===== config.mk =====
export PLATFORM = sky130hd
export DESIGN_NAME = chain_tx
export DESIGN_NICKNAME = d
export VERILOG_FILES = /design/src/rtl/chain_tx_pkg.sv /design/src/rtl/chain_tx_slot_timer.sv /design/src/rtl/chain_tx_seq.sv /design/src/rtl/chain_tx_line_enc.sv /design/src/rtl/chain_tx.sv
export SDC_FILE = /design/constraint.sdc
export NUM_CORES = 1
export LEC_CHECK = 0
export ABC_AREA = 1
export BUFFER_PORTS_ARGS = -buffer_cell sky130_fd_sc_hd__buf_2
export CAP_MARGIN = 10
export CORE_MARGIN = 4
export CORE_UTILIZATION = 40
export CTS_CLUSTER_SIZE = 16
export DETAILED_ROUTE_END_ITERATION = 16
export GPL_TIMING_DRIVEN = 0
export PLACE_DENSITY = 0.68
export SYNTH_ARGS = -nofsm -noshare
export SYNTH_HDL_FRONTEND = slang
export SYNTH_HIERARCHICAL = 1
export SYNTH_SLANG_ARGS = --single-unit

===== constraint.sdc =====
create_clock -name clk -period 3.8 [get_ports clk]
set_input_delay 0.38 -clock clk [delete_from_list [all_inputs] [get_ports clk]]
set_output_delay 0.38 -clock clk [all_outputs]
set_load 0.1 [all_outputs]

===== src/rtl/chain_tx_pkg.sv =====
package chain_tx_pkg;

  typedef enum logic [2:0] {
    ST_IDLE,
    ST_REQ,
    ST_DATA,
    ST_EOS,
    ST_LATCH
  } tx_state_e;

  // Period actually used: never below the floor.
  function automatic int unsigned clamp_period(input int unsigned p, input int unsigned pmin);
    return (p < pmin) ? pmin : p;
  endfunction

  // Line level at offset t of a slot of length p carrying bit b.
  function automatic logic pulse_level(input logic b, input int unsigned t, input int unsigned p);
    int unsigned hi;
    int unsigned q;
    hi = p >> 3;
    q  = p >> 2;
    return (t < hi) || (b && (t >= q) && (t < q + hi));
  endfunction

endpackage


===== src/rtl/chain_tx_slot_timer.sv =====
module chain_tx_slot_timer #(
  parameter int PW = 16
) (
  input  logic          clk,
  input  logic          rst_n,
  input  logic          run,
  input  logic [PW-1:0] period,
  output logic [PW-1:0] slot_pos,
  output logic          slot_last
);

  assign slot_last = run && (slot_pos == period - PW'(1));

  always_ff @(posedge clk or negedge rst_n) begin
    if (!rst_n)             slot_pos <= '0;
    else if (!run || slot_last) slot_pos <= '0;
    else                    slot_pos <= slot_pos + PW'(1);
  end

  a_r3_pos_in_slot: assert property (@(posedge clk) disable iff (!rst_n)
    run |-> (slot_pos < period));

endmodule


===== src/rtl/chain_tx_seq.sv =====
module chain_tx_seq
  import chain_tx_pkg::*;
#(
  parameter int          PW          = 16,
  parameter int          CW          = 8,
  parameter int          PAY_W       = 36,
  parameter int          CMD_W       = 12,
  parameter logic [11:0] CMD         = 12'h3AA,
  parameter int          EOS_SLOTS   = 5,
  parameter int          LATCH_SLOTS = 12,
  parameter int          MIN_PERIOD  = 16
) (
  input  logic             clk,
  input  logic             rst_n,
  input  logic             start,
  input  logic [PW-1:0]    period_in,
  input  logic [CW-1:0]    dev_count,
  input  logic             pkt_valid,
  input  logic [PAY_W-1:0] pkt_data,
  input  logic             slot_last,
  output tx_state_e        state,
  output logic             pkt_req,
  output logic             pkt_take,
  output logic             run,
  output logic             cur_bit,
  output logic [PW-1:0]    period_q
);

  localparam int PKT_W    = CMD_W + PAY_W;
  localparam int BW       = $clog2(PKT_W);
  localparam int GAP_MAX  = (EOS_SLOTS > LATCH_SLOTS) ? EOS_SLOTS : LATCH_SLOTS;
  localparam int GW       = $clog2(GAP_MAX + 1);

  logic [PKT_W-1:0] shreg;
  logic [BW-1:0]    bit_idx;
  logic [GW-1:0]    gap_idx;
  logic [CW-1:0]    left;
  logic             start_ok;
  logic             last_bit;
  logic             eos_end;
  logic             latch_end;

  assign start_ok  = (state == ST_IDLE) && start && (dev_count != '0);
  assign pkt_req   = (state == ST_REQ);
  assign pkt_take  = pkt_req && pkt_valid;
  assign run       = (state == ST_DATA) || (state == ST_EOS) || (state == ST_LATCH);
  assign cur_bit   = shreg[PKT_W-1];
  assign last_bit  = (state == ST_DATA) && slot_last && (bit_idx == BW'(PKT_W - 1));
  assign eos_end   = (state == ST_EOS) && slot_last && (gap_idx == GW'(EOS_SLOTS - 1));
  assign latch_end = (state == ST_LATCH) && slot_last && (gap_idx == GW'(LATCH_SLOTS - 1));

  always_ff @(posedge clk or negedge rst_n) begin
    if (!rst_n) begin
      state    <= ST_IDLE;
      shreg    <= '0;
      bit_idx  <= '0;
      gap_idx  <= '0;
      left     <= '0;
      period_q <= PW'(MIN_PERIOD);
    end else begin
      unique case (state)
        ST_IDLE: if (start_ok) begin
          period_q <= PW'(clamp_period(32'(period_in), MIN_PERIOD));
          left     <= dev_count;
          state    <= ST_REQ;
        end
        ST_REQ: if (pkt_take) begin
          shreg   <= {CMD, pkt_data};
          bit_idx <= '0;
          state   <= ST_DATA;
        end
        ST_DATA: if (last_bit) begin
          gap_idx <= '0;
          state   <= ST_EOS;
        end else if (slot_last) begin
          shreg   <= {shreg[PKT_W-2:0], 1'b0};
          bit_idx <= bit_idx + BW'(1);
        end
        ST_EOS: if (eos_end) begin
          gap_idx <= '0;
          if (left == CW'(1)) state <= ST_LATCH;
          else begin
            left  <= left - CW'(1);
            state <= ST_REQ;
          end
        end else if (slot_last) gap_idx <= gap_idx + GW'(1);
        ST_LATCH: if (latch_end) state <= ST_IDLE;
          else if (slot_last) gap_idx <= gap_idx + GW'(1);
        default: state <= ST_IDLE;
      endcase
    end
  end

  a_r1_one_request: assert property (@(posedge clk) disable iff (!rst_n)
    pkt_take |=> !pkt_req);

  a_r2_header_loaded: assert property (@(posedge clk) disable iff (!rst_n)
    pkt_take |=> (shreg[PKT_W-1 -: CMD_W] == CMD));

  a_r8_period_held: assert property (@(posedge clk) disable iff (!rst_n)
    (state != ST_IDLE) |=> (state == ST_IDLE || $stable(period_q)));

  a_r10_zero_count: assert property (@(posedge clk) disable iff (!rst_n)
    (state == ST_IDLE && start && dev_count == '0) |=> (state == ST_IDLE));

endmodule


===== src/rtl/chain_tx_line_enc.sv =====
module chain_tx_line_enc
  import chain_tx_pkg::*;
#(
  parameter int PW = 16
) (
  input  logic          clk,
  input  logic          rst_n,
  input  tx_state_e     state,
  input  logic [PW-1:0] slot_pos,
  input  logic          cur_bit,
  input  logic [PW-1:0] period_q,
  output logic          sdo,
  output logic          busy
);

  logic level;

  assign level = (state == ST_DATA) && pulse_level(cur_bit, 32'(slot_pos), 32'(period_q));

  always_ff @(posedge clk or negedge rst_n) begin
    if (!rst_n) begin
      sdo  <= 1'b0;
      busy <= 1'b0;
    end else begin
      sdo  <= level;
      busy <= (state != ST_IDLE);
    end
  end

  a_r5_quiet_hold: assert property (@(posedge clk) disable iff (!rst_n)
    (state == ST_EOS || state == ST_LATCH) |=> !sdo);

  a_r4_edge_spot: assert property (@(posedge clk) disable iff (!rst_n)
    $rose(sdo) |-> ($past(slot_pos) == '0 || $past(slot_pos) == (period_q >> 2)));

  a_r7_busy_follows: assert property (@(posedge clk) disable iff (!rst_n)
    (state != ST_IDLE) |=> busy);

endmodule


===== src/rtl/chain_tx.sv =====
module chain_tx
  import chain_tx_pkg::*;
#(
  parameter int          PERIOD_W    = 16,
  parameter int          COUNT_W     = 8,
  parameter int          PAY_W       = 36,
  parameter int          CMD_W       = 12,
  parameter logic [11:0] CMD         = 12'h3AA,
  parameter int          EOS_SLOTS   = 5,
  parameter int          LATCH_SLOTS = 12,
  parameter int          MIN_PERIOD  = 16
) (
  input  logic                clk,
  input  logic                rst_n,
  input  logic                start,
  input  logic [PERIOD_W-1:0] period_in,
  input  logic [COUNT_W-1:0]  dev_count,
  output logic                pkt_req,
  input  logic                pkt_valid,
  input  logic [PAY_W-1:0]    pkt_data,
  output logic                sdo,
  output logic                busy
);

  tx_state_e           state;
  logic                pkt_take;
  logic                run;
  logic                cur_bit;
  logic                slot_last;
  logic [PERIOD_W-1:0] period_q;
  logic [PERIOD_W-1:0] slot_pos;

  chain_tx_slot_timer #(.PW(PERIOD_W)) u_timer (
    .clk       (clk),
    .rst_n     (rst_n),
    .run       (run),
    .period    (period_q),
    .slot_pos  (slot_pos),
    .slot_last (slot_last)
  );

  chain_tx_seq #(
    .PW          (PERIOD_W),
    .CW          (COUNT_W),
    .PAY_W       (PAY_W),
    .CMD_W       (CMD_W),
    .CMD         (CMD),
    .EOS_SLOTS   (EOS_SLOTS),
    .LATCH_SLOTS (LATCH_SLOTS),
    .MIN_PERIOD  (MIN_PERIOD)
  ) u_seq (
    .clk       (clk),
    .rst_n     (rst_n),
    .start     (start),
    .period_in (period_in),
    .dev_count (dev_count),
    .pkt_valid (pkt_valid),
    .pkt_data  (pkt_data),
    .slot_last (slot_last),
    .state     (state),
    .pkt_req   (pkt_req),
    .pkt_take  (pkt_take),
    .run       (run),
    .cur_bit   (cur_bit),
    .period_q  (period_q)
  );

  chain_tx_line_enc #(.PW(PERIOD_W)) u_enc (
    .clk      (clk),
    .rst_n    (rst_n),
    .state    (state),
    .slot_pos (slot_pos),
    .cur_bit  (cur_bit),
    .period_q (period_q),
    .sdo      (sdo),
    .busy     (busy)
  );

  a_r1_take_needs_req: assert property (@(posedge clk) disable iff (!rst_n)
    pkt_take |-> busy || $past(state) == ST_IDLE);

endmodule


**Yosys cells after proc, flatten, opt, wreduce, memory -nomap -nowiden**

Cells that the tools add are included.

- $add $sub $neg: 6
- Equal/unequal tests: 18
- Mux-type cells: 26
- Reduce and logical (&&, ||, !) cells: 29
- $lt $le $gt $ge: 4

Operator list:

| cell | number |
|---|---|
| $mux 48 | 3 |
| $pmux 48 s2 | 1 |
| $lt 16x32->1 | 1 |
| $mux 16 | 2 |
| $mux 8 | 3 |
| $mux 3 | 6 |
| $mux 6 | 3 |
| $add 16x1->16 const B | 1 |
| $eq 16x16->1 | 1 |
| $ge 16x14->1 | 1 |
| $lt 16x13->1 | 1 |
| $lt 16x5->1 const B | 1 |
| $mux 4 | 4 |
| $pmux 8 s2 | 1 |
| $sub 16x1->16 const B | 1 |
| $add 14x13->15 | 1 |
| $pmux 3 s5 | 1 |
| $logic_and 1x1->1 | 13 |
| $ne 2x2->1 const B | 6 |
| $pmux 4 s3 | 1 |
| $pmux 6 s2 | 1 |
| $eq 8x1->1 const B | 1 |
| $reduce_and 4->1 | 2 |
| $reduce_bool 8->1 | 1 |
| 18 further kinds | 26 |

- Input port bits: 64
- Logic and storage cells: 92
- Register bits after elaboration: 103

**Logic depth before layout (Yosys ltp)**

- Depth in word-level cells: 8
- Gate-level depth with buffers: 23
- Mapped depth without buffers: 21

**Hierarchy**

Netlist, hierarchy kept.

Modules (own cells, without submodules):

| module | area each (um2) | seq. area each (um2) | cells an instance | instances |
|---|---|---|---|---|
| chain_tx_seq | 4463.0 | 2128.3 | 633 | 1 |
| chain_tx_line_enc | 1767.9 | 50.0 | 272 | 1 |
| chain_tx_slot_timer | 1506.4 | 400.4 | 220 | 1 |

**Least setup slack after synthesis**

Ideal clock, no wire load.

- Kind: register to register
- Start point: register u_seq.period_q[0]
- End point: register u_seq.state[0]
- Period minus slack after synthesis: 2.631 ns
- Path buffers: 1
- Arrival: 2.514 ns
- Library setup time: 0.118 ns
- Cell stages (with the launch flop): 21
- Path slack: 1.169 ns
- Cell sequence: dfrtp_1 > inv_1 > ha_1 > nand3_1 > nor2_4 > nand2_1 > nand2_1 > nand2_1 > nor2_1 > nand2_1 > nor2_2 > nand2_2 > nor2_1 > buf_2 > nand3_1 > o21ai_1 > inv_1 > nor2_1 > nand3_1 > nand2_1 > nand2_1

- Longest elaborated chain between the ends: 7

RTL lines:

| element | RTL line | RTL |
|---|---|---|
| start: declaration | chain_tx_seq.sv:26 | `output logic [PW-1:0] period_q` |
| start signal: assignment | chain_tx_seq.sv:59 | `period_q <= PW'(MIN_PERIOD);` |
| start signal: assignment | chain_tx_seq.sv:63 | `period_q <= PW'(clamp_period(32'(period_in), MIN_PERIOD));` |
| $sub 16x1->16 (*) | chain_tx_slot_timer.sv:12 | `assign slot_last = run && (slot_pos == period - PW'(1));` |
| $eq 16x16->1 (*) | chain_tx_slot_timer.sv:12 |  |
| $logic_and 1x1->1 (*) | chain_tx_slot_timer.sv:12 |  |
| named net slot_last | chain_tx.sv:29 | `logic slot_last;` |
| $logic_and 1x1->1, on equally long branches (2 in series) | chain_tx_seq.sv:50, chain_tx_seq.sv:48, chain_tx_seq.sv:49 |  |
| $ne 2x1->1 (no line) or $ne 2x2->1 (tied branches) | n/a |  |
| $reduce_and 5->1 (no line) (*) | n/a |  |
| end signal: assignment | chain_tx_seq.sv:54 | `state <= ST_IDLE;` |
| end signal: assignment | chain_tx_seq.sv:65 | `state <= ST_REQ;` |
| end signal: assignment | chain_tx_seq.sv:70 | `state <= ST_DATA;` |
| end: declaration | chain_tx_seq.sv:21 | `output tx_state_e state,` |

The timed path passes the listed nets; every way through them passes the cells marked *.
A chain may end at the register's enable or synchronous reset.

**Worst setup path after layout**

Ends and elaborated chain as after synthesis.

==> results.json <==
{
  "outcome": "finished, violations left",
  "violations": "hold timing",
  "worstPathRequired_ps": 4050,
  "dp_hpwl_mm": 13.5,
  "synthFlopType": "dfrtp_1",
  "cts.path.max_buffers": 2,
  "rsz0062_at_grt": "false",
  "fmaxAchievable_mhz": 320,
  "synth_warnings": 6,
  "grt_pass1_vias": 6423,
  "synth_edf_count": 0,
  "grt_use_total": 0.167,
  "cp_max_fo": 10,
  "final_cell_mix": "nand2_1 (470), inv_1 (116), dfrtp_1 (102)",
  "die_width_um": 147,
  "design_area_um2": 8710,
  "max_stage_delay_ps": 410,
  "ios": 67,
  "multiInputGateArea_um2": 4530,
  "seqCellArea_um2": 2580,
  "p_leak_nw": 4.87,
  "syn_area_um2": 7740,
  "post_cts_buffers": 0,
  "fp.dieH_um": 147,
  "cts_root_buf": "clkbuf_16",
  "antenna_found_initial": 0,
  "fin_ws_ps": 680,
  "via_per_inst": 4.79,
  "critical_path_buf_inv_count": 3,
  "p_per_area_nw_per_um2": 337,
  "nFillCells": 1962,
  "cts_buffers": 9,
  "port_buffers": 66,
  "hp-class": "input pin to async pin",
  "detail-route-antenna-nets": 0,
  "min_period_ps": 3120,
  "yosys_register_bits": 103,
  "skew_ps": 11.0,
  "worst_ir_drop_vdd_v": 0.000183,
  "holdBufCountCts": 0,
  "first_pass_iters": 5,
  "yosys.cell_types.count": 40,
  "rows": 50,
  "crit_path_end_kind": "register",
  "gp_congestion": 0.842,
  "drt-initial-drc-count": 406,
  "clk_latency_ps": 360,
  "vias": 7034,
  "worst-r2r-cell-count": 17,
  "drc": 0,
  "area_growth_pct": 12.6,
  "mostFrequentLayoutCell": "nand2_1",
  "startpoint_type": "register",
  "design_power_total_mw": 2.93,
  "drive_above_1_share": 0.126,
  "finalWirelength_mm": 17.7,
  "reg2reg_slack_ps": 680,
  "tns_ps": 0,
  "start_util": 0.410,
  "crit_slowest_cell": "dfrtp_1",
  "die-area_um2": 21600,
  "place_inst": 1452,
  "hold_viol": 1,
  "nets": 1330,
  "slew_violations": 0,
  "critPathTopFamily": "simple AND/OR/NAND/NOR gates",
  "syn_area_per_cell_um2": 6.88,
  "max_cap_viol_count": 0,
  "synth_cells": 1125,
  "hold_ws_ps": -0.462,
  "relSlewSlack": 0.516,
  "dpl_worst_slack_ps": 671,
  "cts_tree": "done",
  "cts_max_level": 3,
  "diodes": 0,
  "grt_first_pass_wirelength_mm": 30.1,
  "cts_resized": 0,
  "postSynthNetCount": 1252,
  "worstMarginPinSlew_ps": 721,
  "dpl_cell_area_um2": 8420,
  "overflow": 0,
  "coreArea_um2": 18900,
  "clkTransAtPathRegs_ps": 70,
  "async_flop_share": 1.00,
  "ys_seq_area_frac": 0.333,
  "cts_sinks": 103,
  "detail_route.wl_per_cell_um": 12.1,
  "critical_path_arrival_ps": 3370,
  "cp.depth": 17,
  "path_class": "register to register",
  "layout.cells.non_filler": 1468,
  "setup_viol_count_final": 0,
  "min_period_over_period": 0.821,
  "crit_chain": "inv_1, ha_1, nand2_1, nor2_2, xor2_1, nand3_1, nor3_2, nand2_2, nor2_1, buf_2, nand3_1, o21ai_1, inv_1, nor2_1, nand3_1, nand2_1, nand2_1",
  "grt_max_degree": 65
}
## registers in the layout, summed over array words and instances, names as in the netlist
name              count
u_enc/sdo             1
u_seq/state           3
u_seq/left            8
u_seq/gap_idx         4
u_enc/busy            1
u_seq/period_q       16
u_seq/shreg          48
u_seq/bit_idx         6
u_timer/slot_pos     16
## cell usage after synthesis (8+ instances only)
cell type	instances	share of area
nand2_1	470	0.23
ha_1	62	0.10
nor2_2	20	0.016
nand3_1	54	0.035
dfrtp_1	102	0.33
xor2_1	25	0.028
clkbuf_1	11	0.0053
nor3_1	11	0.0071
a21oi_1	27	0.017
nor2_1	81	0.039
nand2_2	9	0.0073
xnor2_1	15	0.017
nand4_1	12	0.0097
buf_2	8	0.0052
inv_1	116	0.056
o21ai_0	41	0.027
## cells by family (layout without fill, tap and decap cells)
| kind of cell | count (synthesis) | count (layout) | synth area share |
|---|---|---|---|
| AND/OR/NAND/NOR | 684 | 684 | 0.374 |
| buffers and inverters | 147 | 230 | 0.0810 |
| flip-flops | 103 | 103 | 0.333 |
| AO/OA/AOI/OAI | 87 | 87 | 0.0613 |
| adder cells (fa/ha/maj) | 63 | 63 | 0.103 |
| XOR/XNOR | 41 | 41 | 0.0474 |
## stage by stage
stage,hold slack (ps),utilization
after floorplan,84.4,-
after global placement,462,0.444
after detailed placement,407,0.446
after CTS,12.0,0.461
after global routing,36.8,0.461
final,-0.462,0.461
## per-layer routing
| layer | wire length (um) | part of all wire | GRT usage |
|---|---|---|---|
| met1 | 8930 | 0.50 | 0.244 |
| met5 | 0 | 0 | 0 |
| met3 | 612 | 0.035 | 0.0247 |
| met4 | 214 | 0.012 | 0.0452 |
| met2 | 7970 | 0.45 | 0.259 |
## layout make-up
class	count	area share
timing repair buffer	67	0.0414
buffer	29	0.0211
multi-input combinational	875	0.520
clock inverter	6	0.00574
sequential	103	0.296
inverter	118	0.0508
clock buffer	10	0.0274
tap	260	0.0373
## power breakdown
group          switching [mW]  leakage (nW)  internal, mW
clock                   0.446         0.147         0.473
sequential              0.117          1.39          1.14
combinational           0.436          3.33         0.318
total                   0.999          4.87          1.94
## path summary, 6_finish.rpt
path,start,endpoint
worst max-delay path,u_seq/period_q[0]$_DFFE_PN0P_,u_seq/state[0]$_DFFE_PN0P_
worst min-delay path,rst_n,u_seq/shreg[31]$_DFFE_PN0P_
worst max register to register,u_seq/period_q[0]$_DFFE_PN0P_,u_seq/state[0]$_DFFE_PN0P_
worst min register to register,u_seq/shreg[14]$_DFFE_PN0P_,u_seq/shreg[14]$_DFFE_PN0P_
max in group asynchronous,rst_n,u_seq/period_q[4]$_DFFE_PN1P_
min in group clk,pkt_data[0],u_seq/shreg[0]$_DFFE_PN0P_
Power figures use the tool's default switching activity.
